**src/rtl/sco_pkg.sv**
```systemverilog
package sco_pkg;
  typedef logic signed [63:0] wide_t;

  // Fold a position step back into [-P/2, +P/2] across the symbol seam.
  function automatic wide_t unwrap_step(wide_t cur, wide_t prv, wide_t sym_len);
    wide_t d;
    d = cur - prv;
    if (d > (sym_len >>> 1))
      d = d - sym_len;
    else if (d < -(sym_len >>> 1))
      d = d + sym_len;
    return d;
  endfunction

  // One sample of drift per symbol equals 12 kHz; divide by 2^log2n (floor).
  function automatic wide_t hz_scale(wide_t sum, int unsigned log2n);
    return (sum * 64'sd12000) >>> log2n;
  endfunction

  // Drift per symbol divided by the symbol length, frac fractional bits (floor).
  function automatic wide_t slope_scale(wide_t sum, int unsigned log2n,
                                        int unsigned frac, wide_t sym_len);
    wide_t k;
    k = (64'sd1 <<< frac) / sym_len;
    return (sum * k) >>> log2n;
  endfunction
endpackage

```
**src/rtl/sco_step_unwrap.sv**
```systemverilog
module sco_step_unwrap
  import sco_pkg::*;
#(
  parameter int SYM_LEN = 2560,
  parameter int POS_W   = 12,
  parameter int DIFF_W  = POS_W + 1
) (
  input  logic                     clk,
  input  logic                     rst_n,
  input  logic                     pos_valid,
  input  logic [POS_W-1:0]         pos,
  output logic                     step_valid,
  output logic signed [DIFF_W-1:0] step
);
  logic [POS_W-1:0] prev_q;
  logic             have_prev_q;

  assign step       = DIFF_W'(unwrap_step(wide_t'(pos), wide_t'(prev_q), wide_t'(SYM_LEN)));
  assign step_valid = pos_valid && have_prev_q;

  always_ff @(posedge clk) begin
    if (!rst_n) begin
      prev_q      <= '0;
      have_prev_q <= 1'b0;
    end else if (pos_valid) begin
      prev_q      <= pos;
      have_prev_q <= 1'b1;
    end
  end
endmodule

```
**src/rtl/sco_step_window.sv**
```systemverilog
module sco_step_window #(
  parameter int DIFF_W   = 13,
  parameter int AVG_LOG2 = 3,
  parameter int SUM_W    = DIFF_W + AVG_LOG2
) (
  input  logic                     clk,
  input  logic                     rst_n,
  input  logic                     step_valid,
  input  logic signed [DIFF_W-1:0] step,
  output logic signed [SUM_W-1:0]  sum_next,
  output logic                     win_ready,
  output logic                     win_full
);
  localparam int DEPTH = 1 << AVG_LOG2;

  logic signed [DIFF_W-1:0] ring_q [DEPTH];
  logic [AVG_LOG2-1:0]      wr_q;
  logic signed [SUM_W-1:0]  sum_q;
  logic                     full_q;
  logic                     wr_last;

  assign wr_last   = (wr_q == AVG_LOG2'(DEPTH - 1));
  assign sum_next  = sum_q + SUM_W'(step) - SUM_W'(ring_q[wr_q]);
  assign win_ready = step_valid && (full_q || wr_last);
  assign win_full  = full_q;

  always_ff @(posedge clk) begin
    if (!rst_n) begin
      sum_q  <= '0;
      wr_q   <= '0;
      full_q <= 1'b0;
    end else if (step_valid) begin
      sum_q  <= sum_next;
      wr_q   <= wr_q + 1'b1;
      full_q <= full_q | wr_last;
    end
  end

  for (genvar g = 0; g < DEPTH; g++) begin : g_ring
    always_ff @(posedge clk) begin
      if (!rst_n)
        ring_q[g] <= '0;
      else if (step_valid && wr_q == AVG_LOG2'(g))
        ring_q[g] <= step;
    end
  end
endmodule

```
**src/rtl/sco_drift_estimator.sv**
```systemverilog
module sco_drift_estimator
  import sco_pkg::*;
#(
  parameter int SYM_LEN  = 2560,
  parameter int POS_W    = 12,
  parameter int AVG_LOG2 = 3,
  parameter int HZ_W     = 32,
  parameter int FRAC_W   = 32,
  parameter int SLOPE_W  = 48
) (
  input  logic                      clk,
  input  logic                      rst_n,
  input  logic                      pos_valid,
  input  logic [POS_W-1:0]          pos,
  output logic                      est_valid,
  output logic signed [HZ_W-1:0]    est_hz,
  output logic signed [SLOPE_W-1:0] est_slope
);
  localparam int DIFF_W = POS_W + 1;
  localparam int SUM_W  = DIFF_W + AVG_LOG2;

  logic                     step_valid;
  logic signed [DIFF_W-1:0] step;
  logic signed [SUM_W-1:0]  sum_next;
  logic                     win_ready;
  logic                     win_full;
  logic signed [HZ_W-1:0]    hz_next;
  logic signed [SLOPE_W-1:0] slope_next;

  sco_step_unwrap #(.SYM_LEN(SYM_LEN), .POS_W(POS_W), .DIFF_W(DIFF_W)) unwrap_i (
    .clk(clk), .rst_n(rst_n), .pos_valid(pos_valid), .pos(pos),
    .step_valid(step_valid), .step(step)
  );

  sco_step_window #(.DIFF_W(DIFF_W), .AVG_LOG2(AVG_LOG2), .SUM_W(SUM_W)) window_i (
    .clk(clk), .rst_n(rst_n), .step_valid(step_valid), .step(step),
    .sum_next(sum_next), .win_ready(win_ready), .win_full(win_full)
  );

  assign hz_next    = HZ_W'(hz_scale(wide_t'(sum_next), AVG_LOG2));
  assign slope_next = SLOPE_W'(slope_scale(wide_t'(sum_next), AVG_LOG2, FRAC_W,
                                           wide_t'(SYM_LEN)));

  always_ff @(posedge clk) begin
    if (!rst_n) begin
      est_valid <= 1'b0;
      est_hz    <= '0;
      est_slope <= '0;
    end else begin
      est_valid <= win_ready;
      if (win_ready) begin
        est_hz    <= hz_next;
        est_slope <= slope_next;
      end
    end
  end
endmodule

```
**config.mk**
```make
export PLATFORM = sky130hd
export DESIGN_NAME = sco_drift_estimator
export DESIGN_NICKNAME = d
export VERILOG_FILES = /design/src/rtl/sco_pkg.sv /design/src/rtl/sco_step_unwrap.sv /design/src/rtl/sco_step_window.sv /design/src/rtl/sco_drift_estimator.sv
export SDC_FILE = /design/constraint.sdc
export NUM_CORES = 1
export LEC_CHECK = 0
export BUFFER_PORTS_ARGS = -buffer_cell sky130_fd_sc_hd__buf_2
export CAP_MARGIN = 10
export CORE_UTILIZATION = 40
export DETAILED_ROUTE_END_ITERATION = 7
export PLACE_DENSITY = 0.67
export SYNTH_ARGS = -nofsm -noshare
export SYNTH_HDL_FRONTEND = slang
export SYNTH_SLANG_ARGS = --single-unit
```
**constraint.sdc**
```tcl
create_clock -name clk -period 13.5 [get_ports clk]
set_input_delay 0 -clock clk [delete_from_list [all_inputs] [get_ports clk]]
set_output_delay 0 -clock clk [all_outputs]
set_load 0.02 [all_outputs]
```
==> results.yml, run 1 <==
status:
  status: "finished, final reports clean"
layout:
  antenna_cells: 0
  final_common_cell: "inv_1"
  drive_above_1_share_pct: 11.1
  finalNonFillerCells: 2535
  nFillCells: 4168
  area_delta_synth_final_pct: 11.8
  mostFrequentLayoutCells: "inv_1 (283), ha_1 (219), nor2_1 (175)"
  layout.nets: 2322
grt:
  grt_max_degree: 70
  grt_pass1_wl_um: 71700
  grtUsageTotal_pct: 19.2
  grt_antenna_before_repair: 0
  grt_pass1_vias: 13606
  grt_overflow_total: 0
synth:
  syn_inst: 1837
  postSynthAreaPerCell_sq_um: 9.89
  async_reset_ff_share_pct: 0
  synthXorXnorAreaFrac_pct: 3.12
  synth_top_family_by_area: "adder cells"
  synth_edf_count: 104
  ys_warn_count: 0
  synthAdderAreaFrac_pct: 33.0
  yosysUniqueCellTypes: 84
  synth_compound_area_share_pct: 11.8
  ys.flop_type: "edfxtp_1"
  synth.ff_latch_count: 202
  synth_mux_area_share_pct: 4.96
  ys_seq_area_share_pct: 28.0
  synthSimpleGateAreaFrac_pct: 11.1
  syn_area_sq_mm: 0.0182
worst_setup_path:
  cpMaxStageDelayCell: "or4b_2"
  cp-end-kind: "register"
  crit_path_frequent_cell: "fa_1"
  critPathTopFamily: "adder cells"
  cp-start-kind: "register"
  path_buf_inv: 7
  crit_type: "register to register"
  crit_arrival_ps: 12350
  crit_required_ps: 14000
  max_stage_delay_ps: 690
  critPathMaxFanout: 11
route:
  wl_per_cell_um: 17.3
  final_antenna_net_count: 0
  vias: 13411
  via_per_inst: 5.29
  first_pass_iters: 5
  drtIter0Drc: 858
  wl_um: 43900
  drc: 0
flow_run:
  cap_violations: 0
timing:
  hold_ws_ps: 63.9
  rsz0062_at_grt: "false"
  period_share_pct: 87.7
  setup_tns_ps: 0
  finClkSkew_ps: 25.1
  slew_violations: 0
  slew_headroom_pct: 23.1
  fin_crit_ps: 11840
  tightest_slew_ps: 1120
  setup_viol: 0
  fmax_mhz: 84.4
  hold_viol: 0
floorplan:
  pin_count: 96
  std_cell_rows: 77
  initial_core_util_pct: 40.8
  core_sq_mm: 0.0445
  dieArea_sq_mm: 0.0463
  die_h_um: 215
  die_x_um: 215
clocking:
  numCtsBuffers: 25
  htree_levels: 1
  post-cts-setup-buffers: 0
  clock_latency_ps: 580
  clkSlewWorstSetupHoldPaths_ps: 60
  cts_tree: "built"
  clock-sinks: 202
  cts_resized: 0
  cts_hold_buffers: 25
  cts_root_buf: "clkbuf_16"
  cts_buffer_depth: 3
min_path:
  hold_class: "input pin to register"
placement:
  gp_congestion: 0.887
  dpl.hpwl_um: 33100
  place_inst: 2465
  port_buffers: 93
[through the flow]
stage / area (sq um) / utilization [%] / setup slack, ps
after detailed placement: 19200 / 43.1 / 1710
final: 20300 / 45.6 / 1660
after CTS: 20300 / 45.6 / 1720
after global routing: 20300 / 45.6 / 1080
after floorplan: 18200 / - / 2140
after global placement: 19200 / 43.1 / 1900
[cell usage after synthesis, drive strengths merged, types with 6 or more instances]
cell | instances | area (sq um)
a211o | 6 | 52.6
o211ai | 11 | 97.6
dfxtp | 98 | 1960
xnor2 | 38 | 340
nor3b | 6 | 45.0
nand2b | 9 | 56.3
nand4 | 11 | 68.8
buf | 29 | 189
nand2 | 138 | 518
nand3 | 34 | 170
inv | 285 | 1070
and3 | 11 | 68.8
nor2b | 6 | 37.5
ha | 219 | 2740
a21oi | 128 | 644
and4 | 6 | 55.1
fa | 163 | 3260
nor3 | 15 | 86.3
o21a | 9 | 75.1
mux2i | 26 | 260
xor2 | 25 | 226
edfxtp | 104 | 3120
nor2 | 176 | 661
mux4 | 26 | 586
a31oi | 8 | 50.1
and2 | 7 | 43.8
or3 | 7 | 48.8
clkbuf | 52 | 195
a21o | 30 | 225
a211oi | 19 | 143
o21ai | 41 | 205
[per-layer routing]
| metal | track usage [%] | routed length, um |
|---|---|---|
| met5 | 0 | 0 |
| met3 | 2.69 | 2190 |
| met1 | 26.6 | 20400 |
| met2 | 31.7 | 20400 |
| met4 | 4.44 | 864 |
[state kept, by name, indices dropped and copies added (netlist names), named ones only]
signal                count
est_hz                   26
est_slope                35
est_valid                 1
unwrap_i.have_prev_q      1
unwrap_i.prev_q          12
window_i.ring_q         104
window_i.sum_q           16
window_i.win_full         1
window_i.wr_q             3
[cell families after synthesis]
family          count (synthesis)
simple gates                  447
fa+ha+maj                     382
buf+inv                       366
compound gates                319
flops                         202
xor+xnor                       63
mux                            57
other cells                     1
[layout make-up]
class                   instances  area, sq um  area share, %
flip-flops and latches        202         5080           25.0
inverters                     285         1070           5.28
clock inverters                17          239           1.18
multi-input cells            1270        11700           57.4
clock buffers                  28          637           3.13
repair buffers                141          888           4.37
well taps                     592          741           3.65
[path summary, 6_finish.rpt]
kind | from | endpoint | slack, ps | cells after the start
min reg2reg | est_hz[14]$_SDFFE_PN0P_ | est_hz[14]$_SDFFE_PN0P_ | 450 | 2
max | unwrap_i.prev_q[0]$_SDFFE_PN0P_ | est_slope[29]$_SDFFE_PN0P_ | 1660 | 39
min | rst_n | window_i.win_full$_SDFFE_PN0P_ | 60 | 4
max reg2reg | unwrap_i.prev_q[0]$_SDFFE_PN0P_ | est_slope[29]$_SDFFE_PN0P_ | 1660 | 39
[worst register-to-register path: cells and delay by family, from the launching register on]
family                   cells  cell delay (ps)
buffers and inverters        7              820
adder cells (fa/ha/maj)     12             5240
AO/OA/AOI/OAI               12             3390
AND/OR/NAND/NOR              8             2000
flip-flops                   1              340
Power of run 1 is left out: the tool's default activity adds up to more than one toggle a clock period on the data nets, which glitch-free logic cannot reach.
==> run 2: changes to the inputs <==
--- a/config.mk
+++ b/config.mk
@@ -7,6 +7,7 @@
 export LEC_CHECK = 0
 export BUFFER_PORTS_ARGS = -buffer_cell sky130_fd_sc_hd__buf_2
 export CAP_MARGIN = 10
+export CORE_ASPECT_RATIO = 0.5
 export CORE_UTILIZATION = 40
 export DETAILED_ROUTE_END_ITERATION = 7
 export PLACE_DENSITY = 0.67
==> run 2 against run 1 <==
Setup slack lost 170 ps. Final cell count shrank 0.55%. Wire length grew 0.47%. Critical path type unchanged. Sequential share of layout area grew 0.21 points. Die area grew 0.11%. Utilization is essentially flat. Global-route usage grew 0.34 points. Sequential cell count is the same. Via count grew 0.22%.
==> results.yml, run 2 (synthesis results as in run 1) <==
clocking:
  cts_buffer_depth: 3
  clock-sinks: 202
  htree_levels: 1
  clkSlewWorstSetupHoldPaths_ps: 70
  cts_resized: 0
  cts_tree: "built"
  numCtsBuffers: 22
  clock_latency_ps: 560
  cts_root_buf: "clkbuf_16"
worst_setup_path:
  reg2reg_slack_ps: 1480
  crit_arrival_ps: 12510
  critPathMaxFanout: 11
  cpMaxStageDelayCell: "or4b_2"
  cp-end-kind: "register"
  crit_path_frequent_cell: "fa_1"
  crit_type: "register to register"
  r2r_cells: 38
  r2r-start: "unwrap_i.prev_q[0]$_SDFFE_PN0P_"
  crit_required_ps: 13990
  r2r-end: "est_slope[29]$_SDFFE_PN0P_"
  max_stage_delay_ps: 680
  cp-start-kind: "register"
layout:
  largest_reg_flops: 104
  utilization_pct: 45.6
  final_common_cell: "inv_1"
  layout.nets: 2313
  nFillCells: 4175
  drive_above_1_share_pct: 10.6
  area_delta_synth_final_pct: 10.9
  reg.largest.list: "window_i.ring_q x104, est_slope x35, est_hz x26"
  mostFrequentLayoutCells: "inv_1 (283), ha_1 (219), nor2_1 (175)"
  top_register: "window_i.ring_q"
timing:
  slew_violations: 0
  tightest_slew_ps: 1080
  hold_viol: 0
  period_share_pct: 89.0
  fmax_mhz: 83.2
  setup_tns_ps: 0
  rsz0062_at_grt: "false"
  finClkSkew_ps: 14.8
  slew_headroom_pct: 27.5
  fin_crit_ps: 12020
  setup_viol: 0
  hold_ws_ps: 46.8
grt:
  grtUsageTotal_pct: 19.5
  grt_pass1_wl_um: 72200
  grt_max_degree: 70
  grt_antenna_before_repair: 0
  grt_overflow_total: 0
  grt_pass1_vias: 13732
floorplan:
  std_cell_rows: 54
  pin_count: 96
  dieArea_sq_mm: 0.0463
  die_x_um: 303
  core_sq_mm: 0.0442
  die_h_um: 153
  initial_core_util_pct: 41.1
placement:
  dpl.hpwl_um: 32400
  gp_congestion: 0.915
  port_buffers: 93
route:
  final_antenna_net_count: 0
  first_pass_iters: 5
  wl_per_cell_um: 17.5
  vias: 13440
  wl_um: 44100
  via_per_inst: 5.33
  drtIter0Drc: 747
  drc: 0
flow_run:
  cap_violations: 0
min_path:
  hold_end: "window_i.win_full$_SDFFE_PN0P_"
  min-delay-start: "rst_n"
  hold_class: "input pin to register"
  hold_depth: 4
status:
  status: "finished, final reports clean"
==> run 2: metal layers <==
metal,vias to the layer above,track usage [%],wire [um]
met3,69,3.38,2450
met2,303,33.2,21400
met5,-,0,0
met1,6695,25.4,19100
li1,6373,-,-
met4,0,5.67,1130
==> run 2: timing repair <==
action,4_1_cts,5_1_grt
endpoints found under the hold margin,13,0
setup endpoints to repair,0,0
hold buffers,25,0
buffers inserted,0,0
==> run 2: final cells by class <==
class / count / area (sq um) / area share, %
tap: 588 / 736 / 3.65
multi-input combinational: 1270 / 11700 / 57.8
sequential: 202 / 5090 / 25.2
inverter: 285 / 1070 / 5.32
clock buffer: 31 / 624 / 3.10
antenna: 1 / 2.50 / 0.0124
clock inverter: 9 / 126 / 0.627
timing repair buffer: 135 / 848 / 4.21
==> run 2: worst max path at each step <==
| stage | start | endpoint | slack [ps] | cells after the start |
|---|---|---|---|---|
| after floorplan | unwrap_i.prev_q[4]$_SDFFE_PN0P_ | est_slope[46]$_SDFFE_PN0P_ | 2140 | 42 |
| final | unwrap_i.prev_q[0]$_SDFFE_PN0P_ | est_slope[29]$_SDFFE_PN0P_ | 1480 | 38 |
| after global routing | unwrap_i.prev_q[0]$_SDFFE_PN0P_ | est_slope[29]$_SDFFE_PN0P_ | 680 | 38 |
| after CTS | unwrap_i.prev_q[0]$_SDFFE_PN0P_ | est_slope[29]$_SDFFE_PN0P_ | 1540 | 38 |
| after global placement | unwrap_i.prev_q[0]$_SDFFE_PN0P_ | est_slope[29]$_SDFFE_PN0P_ | 1740 | 38 |
| after detailed placement | unwrap_i.prev_q[0]$_SDFFE_PN0P_ | est_slope[29]$_SDFFE_PN0P_ | 1600 | 38 |
==> run 2: per-stage QoR <==
stage	std cells	worst slack [ps]	area, sq um
final	2521	1480	20200
after detailed placement	2454	1600	19100
after global placement	2454	1740	19100
after floorplan	1838	2140	18200
after CTS	2519	1540	20100
after global routing	2520	681	20100
==> run 2: critical path: cells and delay by family, from the launching register on <==
family                     cells  cell delay (ps)
AOI/OAI and AO/OA             11             3350
buffers and inverters          6              600
and+or+nand+nor                9             2330
adders and majority gates     12             5310
DFF                            1              340
Power of run 2 is left out for the same reason.
